[src/rtl/mgmt_seq_pkg.sv]
package mgmt_seq_pkg;

  typedef enum logic [1:0] {
    ERR_NONE    = 2'd0,
    ERR_BUS     = 2'd1,
    ERR_TIMEOUT = 2'd2,
    ERR_CFG     = 2'd3
  } err_e;

  typedef enum logic [1:0] {
    MODE_DIRECT,
    MODE_INDIRECT,
    MODE_BAD
  } mode_e;

  typedef enum logic [2:0] {
    ST_IDLE,
    ST_REFUSE,
    ST_DIRECT,
    ST_POLL_PRE,
    ST_WDATA,
    ST_CMD,
    ST_POLL_POST,
    ST_RDATA
  } state_e;

endpackage

[src/rtl/mgmt_mode_dec.sv]
module mgmt_mode_dec
  import mgmt_seq_pkg::*;
#(
  parameter int AW = 5
) (
  input  logic [AW-1:0] sw_addr_i,
  input  logic          multi_i,
  output mode_e         mode_o
);

  always_comb begin
    if (sw_addr_i == '0)  mode_o = MODE_DIRECT;
    else if (multi_i)     mode_o = MODE_INDIRECT;
    else                  mode_o = MODE_BAD;
  end

endmodule

[src/rtl/mgmt_cmd_fmt.sv]
module mgmt_cmd_fmt #(
  parameter int AW = 5,
  parameter int DW = 16
) (
  input  logic [AW-1:0] dev_i,
  input  logic [AW-1:0] reg_i,
  input  logic          write_i,
  output logic [DW-1:0] cmd_o
);

  localparam int DEV_LSB  = AW;
  localparam int OP_LSB   = 2 * AW;
  localparam int MODE_BIT = OP_LSB + 2;
  localparam int BUSY_BIT = DW - 1;
  localparam logic [1:0] OP_WR = 2'b01;
  localparam logic [1:0] OP_RD = 2'b10;

  always_comb begin
    cmd_o                 = '0;
    cmd_o[BUSY_BIT]       = 1'b1;
    cmd_o[MODE_BIT]       = 1'b1;
    cmd_o[OP_LSB +: 2]    = write_i ? OP_WR : OP_RD;
    cmd_o[DEV_LSB +: AW]  = dev_i;
    cmd_o[0 +: AW]        = reg_i;
  end

endmodule

[src/rtl/mgmt_poll_ctr.sv]
module mgmt_poll_ctr #(
  parameter int POLL_MAX = 16
) (
  input  logic clk_i,
  input  logic rst_ni,
  input  logic clr_i,
  input  logic inc_i,
  output logic last_o
);

  localparam int CW = (POLL_MAX > 1) ? $clog2(POLL_MAX) : 1;
  localparam logic [CW-1:0] LAST = CW'(POLL_MAX - 1);

  logic [CW-1:0] cnt_q;

  always_ff @(posedge clk_i or negedge rst_ni) begin
    if (!rst_ni)     cnt_q <= '0;
    else if (clr_i)  cnt_q <= '0;
    else if (inc_i)  cnt_q <= cnt_q + 1'b1;
  end

  assign last_o = (cnt_q == LAST);

  // the sequencer never advances the count past the last permitted poll
  a_r4_poll_bound: assert property (@(posedge clk_i) disable iff (!rst_ni)
    last_o && !clr_i |-> !inc_i);

endmodule

[src/rtl/mgmt_seq.sv]
module mgmt_seq
  import mgmt_seq_pkg::*;
#(
  parameter int AW       = 5,
  parameter int DW       = 16,
  parameter int RDW      = 32,
  parameter int POLL_MAX = 16
) (
  input  logic           clk_i,
  input  logic           rst_ni,
  input  logic [AW-1:0]  cfg_sw_addr_i,
  input  logic           cfg_multi_i,
  output logic           cfg_err_o,
  input  logic           req_valid_i,
  output logic           req_ready_o,
  input  logic           req_write_i,
  input  logic [AW-1:0]  req_dev_i,
  input  logic [AW-1:0]  req_reg_i,
  input  logic [DW-1:0]  req_wdata_i,
  output logic           rsp_done_o,
  output logic [1:0]     rsp_err_o,
  output logic [DW-1:0]  rsp_rdata_o,
  output logic           bus_req_o,
  output logic           bus_write_o,
  output logic [AW-1:0]  bus_addr_o,
  output logic [AW-1:0]  bus_reg_o,
  output logic [DW-1:0]  bus_wdata_o,
  input  logic           bus_ack_i,
  input  logic           bus_err_i,
  input  logic [RDW-1:0] bus_rdata_i
);

  localparam int BUSY_BIT = DW - 1;
  localparam logic [AW-1:0] CMD_REG  = AW'(0);
  localparam logic [AW-1:0] DATA_REG = AW'(1);

  mode_e          mode_live;
  state_e         state_q, state_d;
  logic [AW-1:0]  sw_q, dev_q, reg_q;
  logic           wr_q;
  logic [DW-1:0]  wdata_q, cmd_word;
  logic           done_q;
  err_e           err_q, fin_err;
  logic [DW-1:0]  rdata_q;
  logic           finish, cap_rd, poll_clr, poll_inc, poll_last;
  logic           accept, busy_flag;

  generate
    if (RDW > DW) begin : g_wide
      logic unused_rd_hi;
      assign unused_rd_hi = ^bus_rdata_i[RDW-1:DW];
    end
  endgenerate

  mgmt_mode_dec #(.AW(AW)) u_mode (
    .sw_addr_i (cfg_sw_addr_i),
    .multi_i   (cfg_multi_i),
    .mode_o    (mode_live)
  );

  mgmt_cmd_fmt #(.AW(AW), .DW(DW)) u_cmd (
    .dev_i   (dev_q),
    .reg_i   (reg_q),
    .write_i (wr_q),
    .cmd_o   (cmd_word)
  );

  mgmt_poll_ctr #(.POLL_MAX(POLL_MAX)) u_poll (
    .clk_i  (clk_i),
    .rst_ni (rst_ni),
    .clr_i  (poll_clr),
    .inc_i  (poll_inc),
    .last_o (poll_last)
  );

  assign cfg_err_o   = (mode_live == MODE_BAD);
  assign req_ready_o = (state_q == ST_IDLE);
  assign accept      = req_valid_i && req_ready_o;
  assign busy_flag   = bus_rdata_i[BUSY_BIT];

  always_comb begin
    state_d  = state_q;
    finish   = 1'b0;
    fin_err  = ERR_NONE;
    cap_rd   = 1'b0;
    poll_clr = 1'b0;
    poll_inc = 1'b0;
    unique case (state_q)
      ST_IDLE: begin
        if (req_valid_i) begin
          unique case (mode_live)
            MODE_DIRECT:   state_d = ST_DIRECT;
            MODE_INDIRECT: begin state_d = ST_POLL_PRE; poll_clr = 1'b1; end
            default:       state_d = ST_REFUSE;
          endcase
        end
      end
      ST_REFUSE: begin
        finish  = 1'b1;
        fin_err = ERR_CFG;
      end
      ST_DIRECT: begin
        if (bus_ack_i) begin
          finish = 1'b1;
          if (bus_err_i) fin_err = ERR_BUS;
          else           cap_rd  = !wr_q;
        end
      end
      ST_POLL_PRE, ST_POLL_POST: begin
        if (bus_ack_i) begin
          if (bus_err_i) begin
            finish  = 1'b1;
            fin_err = ERR_BUS;
          end else if (!busy_flag) begin
            poll_clr = 1'b1;
            if (state_q == ST_POLL_PRE) state_d = wr_q ? ST_WDATA : ST_CMD;
            else if (wr_q)              finish  = 1'b1;
            else                        state_d = ST_RDATA;
          end else if (poll_last) begin
            finish  = 1'b1;
            fin_err = ERR_TIMEOUT;
          end else begin
            poll_inc = 1'b1;
          end
        end
      end
      ST_WDATA: begin
        if (bus_ack_i) begin
          if (bus_err_i) begin finish = 1'b1; fin_err = ERR_BUS; end
          else           state_d = ST_CMD;
        end
      end
      ST_CMD: begin
        if (bus_ack_i) begin
          if (bus_err_i) begin
            finish  = 1'b1;
            fin_err = ERR_BUS;
          end else begin
            poll_clr = 1'b1;
            state_d  = ST_POLL_POST;
          end
        end
      end
      ST_RDATA: begin
        if (bus_ack_i) begin
          finish = 1'b1;
          if (bus_err_i) fin_err = ERR_BUS;
          else           cap_rd  = 1'b1;
        end
      end
      default: state_d = ST_IDLE;
    endcase
    if (finish) state_d = ST_IDLE;
  end

  always_ff @(posedge clk_i or negedge rst_ni) begin
    if (!rst_ni) begin
      state_q <= ST_IDLE;
      sw_q    <= '0;
      dev_q   <= '0;
      reg_q   <= '0;
      wr_q    <= 1'b0;
      wdata_q <= '0;
      done_q  <= 1'b0;
      err_q   <= ERR_NONE;
      rdata_q <= '0;
    end else begin
      state_q <= state_d;
      done_q  <= finish;
      if (accept) begin
        sw_q    <= cfg_sw_addr_i;
        dev_q   <= req_dev_i;
        reg_q   <= req_reg_i;
        wr_q    <= req_write_i;
        wdata_q <= req_wdata_i;
      end
      if (finish) begin
        err_q   <= fin_err;
        rdata_q <= cap_rd ? bus_rdata_i[DW-1:0] : '0;
      end
    end
  end

  always_comb begin
    bus_req_o   = 1'b1;
    bus_write_o = 1'b0;
    bus_addr_o  = sw_q;
    bus_reg_o   = CMD_REG;
    bus_wdata_o = '0;
    unique case (state_q)
      ST_IDLE, ST_REFUSE: bus_req_o = 1'b0;
      ST_DIRECT: begin
        bus_addr_o  = dev_q;
        bus_reg_o   = reg_q;
        bus_write_o = wr_q;
        bus_wdata_o = wdata_q;
      end
      ST_WDATA: begin
        bus_reg_o   = DATA_REG;
        bus_write_o = 1'b1;
        bus_wdata_o = wdata_q;
      end
      ST_CMD: begin
        bus_write_o = 1'b1;
        bus_wdata_o = cmd_word;
      end
      ST_RDATA: bus_reg_o = DATA_REG;
      default: ;
    endcase
  end

  assign rsp_done_o  = done_q;
  assign rsp_err_o   = err_q;
  assign rsp_rdata_o = rdata_q;

  // completion strobe lasts one cycle
  a_r9_done_pulse: assert property (@(posedge clk_i) disable iff (!rst_ni)
    rsp_done_o |=> !rsp_done_o);

  // pending transaction held steady until acknowledged
  a_r10_hold: assert property (@(posedge clk_i) disable iff (!rst_ni)
    bus_req_o && !bus_ack_i |=> bus_req_o && $stable(bus_addr_o) && $stable(bus_reg_o)
      && $stable(bus_write_o) && $stable(bus_wdata_o));

  // failed transaction ends the request at once
  a_r7_abort: assert property (@(posedge clk_i) disable iff (!rst_ni)
    bus_req_o && bus_ack_i && bus_err_i |=> rsp_done_o && (rsp_err_o == ERR_BUS) && !bus_req_o);

  // a timeout follows a busy read of the command register
  a_r4_timeout_cause: assert property (@(posedge clk_i) disable iff (!rst_ni)
    rsp_done_o && (rsp_err_o == ERR_TIMEOUT) |->
      $past(bus_ack_i && busy_flag && (bus_reg_o == CMD_REG) && !bus_write_o));

  // unsupported configuration never reaches the bus
  a_r2_refuse: assert property (@(posedge clk_i) disable iff (!rst_ni)
    accept && cfg_err_o |=> !bus_req_o);

endmodule

[config.mk]
export PLATFORM = sky130hd
export DESIGN_NAME = mgmt_seq
export DESIGN_NICKNAME = d
export VERILOG_FILES = /design/src/rtl/mgmt_seq_pkg.sv /design/src/rtl/mgmt_mode_dec.sv /design/src/rtl/mgmt_cmd_fmt.sv /design/src/rtl/mgmt_poll_ctr.sv /design/src/rtl/mgmt_seq.sv
export SDC_FILE = /design/constraint.sdc
export NUM_CORES = 1
export LEC_CHECK = 0
export CORE_MARGIN = 4
export CORE_UTILIZATION = 30
export DETAILED_ROUTE_END_ITERATION = 6
export DONT_BUFFER_PORTS = 1
export HOLD_SLACK_MARGIN = 0.02
export PLACE_DENSITY = 0.54
export REMOVE_ABC_BUFFERS = 1
export SETUP_SLACK_MARGIN = 0.2
export SYNTH_ARGS = -nofsm -noshare
export SYNTH_HDL_FRONTEND = slang
export SYNTH_SLANG_ARGS = --single-unit
[constraint.sdc]
create_clock -name clk_i -period 1.7 [get_ports clk_i]
set_input_delay 0.34 -clock clk_i [delete_from_list [all_inputs] [get_ports clk_i]]
set_output_delay 0.34 -clock clk_i [all_outputs]
set_load 0.01 [all_outputs]
# [Word-level counts from Yosys, hierarchy flattened]
# Index checks and enable logic that the tools add are counted.
[word_totals] ff_bits=58 input_bits=70 output_inout_bits=49 elab_cells=103
[classes] add_sub_neg=1 n_eq_ne=19 n_mux=58 reduce_logical=15
[ops] op="$mux 3" count=11
[ops] op="$pmux 16 s2" count=1
[ops] op="$mux 1" count=26
[ops] op="$ne 3x3->1 const B" count=7
[ops] op="$mux 16" count=1
[ops] op="$mux 2" count=8
[ops] op="$eq 3x3->1 const B" count=4
[ops] op="$pmux 3 s4" count=1
[ops] op="$reduce_or 2->1" count=6
[ops] op="$pmux 5 s2" count=1
[ops] op="$reduce_and 10->1" count=1
[ops] op="$mux 4" count=2
[ops] op="$eq 3x2->1 const B" count=2
[ops] op="$pmux 2 s3" count=1
[ops] op="$logic_not 5->1" count=1
[ops] op="$mux 5" count=1
[ops] op="$reduce_bool 5->1" count=1
[ops] op="$add 4x1->4 const B" count=1
[ops] op="$eq 4x4->1 const B" count=1
[ops] op="$ne 4x4->1 const B" count=1
[ops] op="$pmux 1 s2" count=2
[ops] op="$pmux 1 s4" count=1
[ops] op="$pmux 2 s2" count=1
[ops] op="$reduce_or 4->1" count=1
[ops] op="other kinds (10)" count=10

# [Depth between registers and ports, before layout]
# Gate-level depths: netlist of run 1.
[depth] word_depth=8 ltp_mapped=7 depth_no_buf=5

# [Modules after synthesis]
# From an unflattened synthesis of run 1, not the netlist that was laid out.
[unflattened] cells_unflattened=289 area_unflattened_um2=3259.4
[modules_own_cells] mod="mgmt_seq" n_inst=1 cells_each=250 area_per_inst_um2=2907.8 seq_area_each_um2=1351.3
[modules_own_cells] mod="mgmt_poll_ctr" n_inst=1 cells_each=17 area_per_inst_um2=198.9 seq_area_each_um2=100.1
[modules_own_cells] mod="mgmt_cmd_fmt" n_inst=1 cells_each=18 area_per_inst_um2=123.9 seq_area_each_um2=0.0
[modules_own_cells] mod="mgmt_mode_dec" n_inst=1 cells_each=4 area_per_inst_um2=28.8 seq_area_each_um2=0.0

# [Least setup slack after synthesis of run 1]
# Ideal clock, no wire load.
[synth_timing] kind="register -> register" from="register u_poll.cnt_q[0]" to="register err_q[0] (netlist: rsp_err_o[0])" setup_ns=0.125 t_arrival_ns=1.701 t_required_ns=1.575 path_slack_ns=-0.126 path_stages_with_launch=7 path_buffers=1 synth_period_minus_slack_ns=1.826 path_cell_list="dfrtp_1 ha_1 and3_1 a221oi_2 o221a_4 buf_6 mux2_4"
[synth_via] elab_chain_cells=6
[synth_rtl] item="start, declared" line_no="mgmt_poll_ctr.sv:14" text="logic [CW-1:0] cnt_q;"
[synth_rtl] item="start signal, assigned" line_no="mgmt_poll_ctr.sv:19" text="else if (inc_i) cnt_q <= cnt_q + 1'b1;"
[synth_rtl] item="$eq 4x4->1" line_no="mgmt_poll_ctr.sv:22" text="assign last_o = (cnt_q == LAST);"
[synth_rtl] item="$mux 1" line_no="mgmt_seq.sv:119" text="end else if (poll_last) begin"
[synth_rtl] item="$mux 1" line_no="mgmt_seq.sv:114" text="end else if (!busy_flag) begin"
[synth_rtl] item="$mux 1" line_no="mgmt_seq.sv:111" text="if (bus_err_i) begin"
[synth_rtl] item="$mux 1" line_no="mgmt_seq.sv:110" text="if (bus_ack_i) begin"
[synth_rtl] item="$pmux 1 s4" line_no="mgmt_seq.sv:88" text="unique case (state_q)"
[synth_rtl] item="end signal, assigned" line_no="mgmt_seq.sv:178" text="err_q <= fin_err;"
[synth_rtl] item="end, declared" line_no="mgmt_seq.sv:43" text="err_e err_q, fin_err;"
# Every way passes these cells.
# A chain may end at the register's enable or synchronous reset.

# [Worst setup path in the final report of run 1]
[layout_timing] from="register state_q[2]" to="output bus_addr_o[4]"
[layout_via] elab_chain_cells=2
[layout_rtl] item="start, declared" line_no="mgmt_seq.sv:38" text="state_e state_q, state_d;"
[layout_rtl] item="start signal, assigned" line_no="mgmt_seq.sv:168" text="state_q <= state_d;"
[layout_rtl] item="$eq 3x2->1" line_no="mgmt_seq.sv:190" text="unique case (state_q)"
[layout_rtl] item="$mux 5" line_no="mgmt_seq.sv:190"
[layout_rtl] item="end, declared" line_no="mgmt_seq.sv:25" text="output logic [AW-1:0] bus_addr_o,"
# Every way passes these cells.

==> results.cfg, run 1 <==
[setup_path]
cp.required_ps = 1360
cp.arrival_ps = 1670
worst-setup-path-type = reg2out
critPathCaptureType = output port
cp_max_fo = 5
worstSetupStartpointType = register

[place]
post_dp_cell_area_sq_mm = 0.00333
numPortBuffers = 0
place_congestion = 0.815
dpl.cell_count = 393
dp_hpwl_microns = 5340

[timing]
period_minus_slack_ps = 2010
setup_viol = 87
setup_slack_ps = -311
worst_pin_slew_ps = 332
fmax_ghz = 0.497
whs_ps = -305
drv_slew = 0
post-route-period-util_pct = 118
grt_setup_unrepaired = yes
finalHoldViolations = 58
clock-skew-final_ps = 15.9
relSlewSlack_pct = 77.8

[global_routing]
grt_pass1_wl_microns = 13800
grt_max_degree = 59
grt_overflow = 0
grt_pass1_vias = 2563
antenna_found_initial = 0
groute.usage.overall_pct = 15.6

[synthesis]
synthFlopType = dfrtp_1
synthTopCellsByCount = dfrtp_1, mux2_2, a22o_1
synth.most_common_cell = dfrtp_1
ys_types = 49
syn_avg_cell_area_sq_um = 12.1
yosysWarnings = 0
syn_area_sq_mm = 0.00294
yosysTopAreaCellShare_pct = 49.3
synth_edf_count = 0
yosys.area.top_type = dfrtp_1
postSynthCellCount = 243
ys_seq_area_share_pct = 49.3
async_flop_share_pct = 100
ys_ff_latch = 58
synth_area_leaders = dfrtp_1, mux2_2, a22o_1, buf_4, nand2_1

[cells_and_area]
area_growth_pct = 51.7
fin_cells = 444
layout-drive-gt1-share_pct = 56.8
n_antenna_cell = 0
final_nets = 381
fin_area_sq_mm = 0.00446

[clock_network]
cts_buffers = 9
insertion_delay_ps = 330
clockRootBuffer = clkbuf_8
clk_pin_slew_ps = 70
clock_sinks = 58
cts_tree = done
htree_levels = 3
cts.path.max_buffers = 2

[route]
viasPerCell = 5.05
drtIter0Drc = 113
antenna_left = 0
wl_per_cell_microns = 19.5
drt_wl_total_microns = 8640
drc = 0
drtPass1Iterations = 4
num_vias = 2244

[floorplan]
num_rows = 35
pin_count = 119
initial_core_util_pct = 31.4
dieArea_sq_mm = 0.0115
core_sq_mm = 0.00937
die-width_microns = 107
die_y_microns = 107

[outcome]
status = complete, but fails checks
failed_checks = hold timing, setup timing

[run]
maxCapViolCount = 0

[power_and_ir_drop]
leakagePower_uw = 0.00212
p_per_area_mw_per_mm2 = 1670
vdd_ir_drop_max_mv = 0.967

[hold_path]
min_path_type = in2async
[worst max-delay path, cell delays in order, from the launching register on]
cell and delay, ps:
dfrtp_2 430, buf_6 130, nor3b_4 270, buf_6 180, mux2_4 330
[metrics by stage]
stage	setup slack, ps	hold WS, ps	power (uW)	TNS, ps	util, %
2_1_floorplan	-847	44.4	3680	-41420	-
3_3_place_gp	-127	46.0	4450	-4330	35.5
3_5_place_dp	-159	45.9	4500	-4620	35.5
4_1_cts	-331	-325	7240	-15820	45.7
5_1_grt	-368	-336	7890	-22070	47.6
6_report	-311	-305	7460	-15670	47.6
[report_power, final]
part	leakage (uW)	internal, uW	switching, uW
clock	0.000117	907	554
sequential	0.000722	1890	428
combinational	0.00128	2250	1430
total	0.00212	5050	2410
[cells in the final DEF (no fill, tap or decap), types with 2 or more instances in the layout]
cell type	synthesis	layout
mux2i_1	2	2
a21oi_2	1	2
dfrtp_1	58	56
o21ai_2	0	2
inv_1	6	4
bufinv_16	0	2
buf_8	0	2
nor2_1	7	3
and3_1	2	2
a22o_1	28	19
o211ai_1	2	2
o21ai_0	9	5
buf_12	0	10
nor2b_4	0	2
buf_16	0	4
nor2b_1	5	3
a22o_4	0	9
buf_4	9	39
mux2_4	1	39
a2bb2oi_1	3	3
a21oi_1	4	3
clkbuf_8	0	11
nand3_1	4	2
nor3_2	1	3
nand3b_4	1	2
buf_6	1	19
nand2_1	15	14
dfrtp_2	0	2
nand3b_1	2	2
nor2_4	0	3
o21ai_1	0	2
and2_4	0	7
[cell type report]
cell class,count,area [sq um]
Clock buffer,12,155
Clock inverter,4,73.8
Fill cell,825,4910
Inverter,6,27.5
Multi-Input combinational cell,161,1740
Sequential cell,58,1450
Tap cell,129,161
Timing Repair Buffer,74,847
[logic make-up after synthesis]
kind of cell    share of synthesized area [%]
compound gates                           16.9
flops                                    49.3
simple gates                             12.0
mux                                      15.7
buf+inv                                  4.72
xor+xnor                                0.851
fa+ha+maj                               0.425
[metal layers]
metal | up-vias | global-route usage, % | wire (microns)
li1 | 1028 | - | -
met1 | 1115 | 18.6 | 3520
met2 | 88 | 24.7 | 4140
met3 | 13 | 7.59 | 834
met4 | 0 | 4.93 | 142
met5 | - | 0 | 0
[state kept, by name, summed over array words and instances (netlist names), 2 cells and up]
register and flops:
sw_q 5, rsp_rdata_o 16, wdata_q 16, u_poll.cnt_q 4, state_q 3, rsp_err_o 2
reg_q 5, dev_q 5
[worst paths after layout]
path | start | endpoint | slack (ps) | cells after the start
worst max-delay path | state_q[2] | bus_addr_o[4] | -310 | 4
worst max register to register | state_q[2] | rsp_err_o[1] | -280 | 7
min in group clk_i | bus_rdata_i[4] | rsp_rdata_o[4] | 140 | 1
worst min register to register | sw_q[3] | sw_q[3] | 510 | 1
worst min-delay path | rst_ni | wdata_q[13] | -310 | 0
max in group asynchronous | rst_ni | rsp_rdata_o[6] | 1860 | 0
[repair_timing]
action | CTS | global route
pin swaps | 14 | 10
setup buffers | 23 | 8
setup endpoints to repair | 88 | 88
resized for setup | 106 | 22
hold endpoints to repair | 58 | 58
cloned | 4 | 0
Power figures use the tool's default switching activity.
==> run 2, diff against run 1 <==
SKIP_CTS_REPAIR_TIMING = 1   (was not set)
==> results.cfg, run 2 (synthesized netlist as in run 1, its figures left out) <==
[outcome]
status = complete, but fails checks
failed_checks = hold timing, setup timing

[route]
drt_wl_total_microns = 8290
num_vias = 2200
drc = 0
viasPerCell = 5.13
drtPass1Iterations = 4
antenna_left = 0
drtIter0Drc = 64
wl_per_cell_microns = 19.3

[global_routing]
antenna_found_initial = 0
grt_pass1_vias = 2297
grt_pass1_wl_microns = 12000
grt_overflow = 0
grt_max_degree = 59
groute.usage.overall_pct = 13.5

[power_and_ir_drop]
share_seq_of_total_power_pct = 33.0
intPower_uw = 4690
leakagePower_uw = 0.00194
total_power_uw = 6960
switching_share_pct = 32.6
p_per_area_mw_per_mm2 = 1680
power_switching_uw = 2270
combPwrFrac_pct = 45.8
vdd_ir_drop_max_mv = 0.954
clockPowerShare_pct = 21.1

[hold_path]
min_path_type = in2async

[timing]
drv_slew = 0
relSlewSlack_pct = 77.2
worst_pin_slew_ps = 340
setup_slack_ps = -351
grt_setup_unrepaired = yes
finalHoldViolations = 58
fmax_ghz = 0.488
whs_ps = -309
clock-skew-final_ps = 15.0
post-route-period-util_pct = 121
tns_ps = -11690
period_minus_slack_ps = 2050
setup_viol = 82

[setup_path]
timing.critical_path.from = state_q[2]
cp.required_ps = 1360
crit_top_cell = buf_6
path_cells = buf_6 > nor3b_4 > buf_6 > mux2_4
r2r_setup_slack_ps = -190
worst-setup-path-type = reg2out
worstSetupStartpointType = register
critPathCaptureType = output port
cp_max_fo = 7
slowest_stage = dfrtp_2
crit_buf_inv = 2
cp.arrival_ps = 1710
cp_slowest_stage_delay_ps = 460
cp_top_family = flip-flops
regToRegStartpoint = state_q[2]

[clock_network]
clockRootBuffer = clkbuf_8
htree_levels = 3
clock_sinks = 58
cts_tree = done
insertion_delay_ps = 330
cts_buffers = 9
clk_pin_slew_ps = 70
cts.path.max_buffers = 2

[cells_and_area]
final_common_cell = dfrtp_1
final_nets = 366
final_core_util_pct = 44.3
layout_common_cells = dfrtp_1, mux2_4, buf_4, a22o_1, nand2_1
area_growth_pct = 41.1
n_fill_cell = 875
n_antenna_cell = 0
layout-drive-gt1-share_pct = 51.7

[place]
dp_hpwl_microns = 5340
place_congestion = 0.815
numPortBuffers = 0
place_ws_ps = -159

[run]
maxCapViolCount = 0

[floorplan]
dieArea_sq_mm = 0.0115
die_y_microns = 107
num_rows = 35
die-width_microns = 107
pin_count = 119
core_sq_mm = 0.00937
initial_core_util_pct = 31.4
run 2: path summary, 6_finish.rpt:
check	endpoint	depth (start not counted)
worst max-delay path	bus_addr_o[1]	4
worst min-delay path	wdata_q[13]	0
worst max register to register	rsp_rdata_o[11]	7
worst min register to register	sw_q[3]	1
max in group asynchronous	rsp_rdata_o[6]	0
min in group clk_i	rsp_rdata_o[4]	1
run 2: cell type report:
class,instances,area (sq um),share of cell area [%]
tap,129,161,3.89
sequential,58,1450,35.0
clock inverter,4,73.8,1.78
timing repair buffer,59,631,15.2
multi-input combinational,161,1650,39.8
clock buffer,12,155,3.74
inverter,6,25.0,0.603
run 2: per-stage QoR:
stage	std cells	area (sq um)
floorplan	225	2830
global placement	393	3330
detailed placement	393	3330
CTS	409	3560
global route	429	4150
finish	429	4150
run 2: power groups by stage:
stage               logic [uW]  registers, uW  clock network, uW
CTS                       2240           2250               1510
finish                    3190           2300               1470
detailed placement        2230           2270                  0
floorplan                 1410           2270                  0
global route              3410           2360               1590
global placement          2200           2250                  0
run 2: per-layer routing:
metal,global-route usage (%),vias up,part of all wire (%)
li1,-,993,-
met1,16.6,1109,42
met2,20.1,91,47
met3,7.59,7,10
met4,4.11,0,0.97
met5,0,-,0
==> run 3, diff against run 2 <==
ABC_AREA = 1   (was not set)
==> results.cfg, run 3 <==
[outcome]
status = complete, but fails checks
failed_checks = hold timing, setup timing

[setup_path]
worstSetupStartpointType = register
cp.required_ps = 1360
worst-setup-path-type = reg2out
critPathCaptureType = output port
crit_buf_inv = 2
cp_top_family = flip-flops
slowest_stage = dfrtp_2
cp_max_fo = 6
cp_slowest_stage_delay_ps = 490
path_cells = nand3_1 > buf_6 > clkinvlp_4 > a22o_4
cp.arrival_ps = 1510

[synthesis]
ys_seq_area_share_pct = 49.5
yosysTopAreaCellShare_pct = 49.5
synthXorXnorAreaFrac_pct = 0.896
synthSimpleGateAreaFrac_pct = 28.5
postSynthCellCount = 371
synthMuxAreaShare_pct = 0
yosys.area.top_type = dfrtp_1
syn_area_sq_mm = 0.00293
ys_types = 33
synthTopCellsByCount = nand2_1, dfrtp_1, inv_1
syn_avg_cell_area_sq_um = 7.91
ys_ff_latch = 58
synth_edf_count = 0
synthAdderAreaFrac_pct = 0.426
synth.most_common_cell = nand2_1
synth_area_leaders = dfrtp_1, nand2_1, o21ai_1, inv_1, nand4_1
synth_compound_area_share_pct = 10.9
synth_top_family_by_area = simple AND/OR/NAND/NOR gates
synthFlopType = dfrtp_1
async_flop_share_pct = 100
yosysWarnings = 0

[clock_network]
cts_tree = done
insertion_delay_ps = 330
cts.path.max_buffers = 2
cts_buffers = 9
clock_sinks = 58
clk_pin_slew_ps = 70
clockRootBuffer = clkbuf_8
htree_levels = 3

[hold_path]
min_path_type = in2async

[floorplan]
die_y_microns = 107
core_sq_mm = 0.00937
num_rows = 35
die-width_microns = 107
pin_count = 119
dieArea_sq_mm = 0.0114
initial_core_util_pct = 31.3

[place]
dp_hpwl_microns = 5770
post_dp_cell_area_sq_mm = 0.00319
place_congestion = 0.820
place_ws_ps = 22.7
numPortBuffers = 0

[cells_and_area]
area_growth_pct = 30.2
n_antenna_cell = 0
layout_common_cells = nand2_1, dfrtp_1, inv_1, o21ai_1, buf_4
final_common_cell = nand2_1
final_core_util_pct = 40.8
final_nets = 483
fin_area_sq_mm = 0.00382
layout-drive-gt1-share_pct = 29.6

[power_and_ir_drop]
vdd_ir_drop_max_mv = 0.658
p_per_area_mw_per_mm2 = 1700
leakagePower_uw = 0.00191
total_power_uw = 6480

[timing]
setup_viol = 25
whs_ps = -301
finalHoldViolations = 58
period_minus_slack_ps = 1850
relSlewSlack_pct = 80.7
worst_pin_slew_ps = 288
grt_setup_unrepaired = yes
fmax_ghz = 0.540
setup_slack_ps = -152
drv_slew = 0
clock-skew-final_ps = 12.0
post-route-period-util_pct = 109

[route]
viasPerCell = 4.78
num_vias = 2603
drtIter0Drc = 154
antenna_left = 0
drc = 0
drt_wl_total_microns = 8560
drtPass1Iterations = 4
wl_per_cell_microns = 15.7

[global_routing]
groute.usage.overall_pct = 14.5
grt_pass1_vias = 2520
antenna_found_initial = 0
grt_overflow = 0
grt_max_degree = 59
grt_pass1_wl_microns = 12900

[run]
maxCapViolCount = 0
-- run 3: cell types whose count changed after synthesis, sizes merged, moves of 4 or more --
| cell | change |
|---|---|
| nand2 | +98 |
| inv | +45 |
| o21ai | +40 |
| mux2 | -39 |
| a22o | -27 |
| nand3 | +21 |
| nand4 | +20 |
| nor2 | +14 |
| and2 | -7 |
| nor2b | -5 |
| buf | -4 |
-- run 3: path summary, 6_finish.rpt --
kind	slack, ps	endpoint	startpoint	depth (start not counted)
min	-300	state_q[0]	rst_ni	0
min reg2reg	470	wdata_q[4]	wdata_q[4]	2
min in group clk_i	130	wdata_q[5]	req_wdata_i[5]	2
max	-150	bus_wdata_o[0]	state_q[0]	4
max in group asynchronous	1890	sw_q[2]	rst_ni	0
max reg2reg	70	reg_q[3]	state_q[1]	9
-- run 3: metal layers --
layer  vias to the layer above  track usage [%]  part of all wire, %
met3                         8             4.33                  4.6
met1                      1256             18.1                   44
met5                         -                0                    0
li1                       1279                -                    -
met2                        60             23.7                   50
met4                         0             5.30                  1.4
-- run 3: final cells by class --
cell class                 instances  area (sq um)
inverter                          53           220
clock inverter                     3          40.0
timing repair buffer              43           397
tap                              129           161
multi-input combinational        245          1390
sequential                        58          1460
fill                             988          5550
clock buffer                      12           145
timing repair inverter             2          12.5
-- run 3: cells by family after synthesis --
group | Yosys count
adder cells (fa/ha/maj) | 1
AO/OA/AOI/OAI | 60
AND/OR/NAND/NOR | 181
XOR/XNOR | 3
buffers and inverters | 68
flip-flops | 58
-- run 3: power by group --
group | leakage (uW) | total, uW | switching [uW] | internal [uW]
Sequential | 0.000742 | 2350 | 429 | 1920
Combinational | 0.00107 | 2890 | 1720 | 1170
Clock | 0.0000962 | 1240 | 530 | 705
-- run 3: per-stage QoR --
step	cells	setup TNS, ps
final	545	-2330
after detailed placement	509	0
after global placement	509	0
after global routing	545	-4590
after CTS	524	-7100
after floorplan	356	-2900
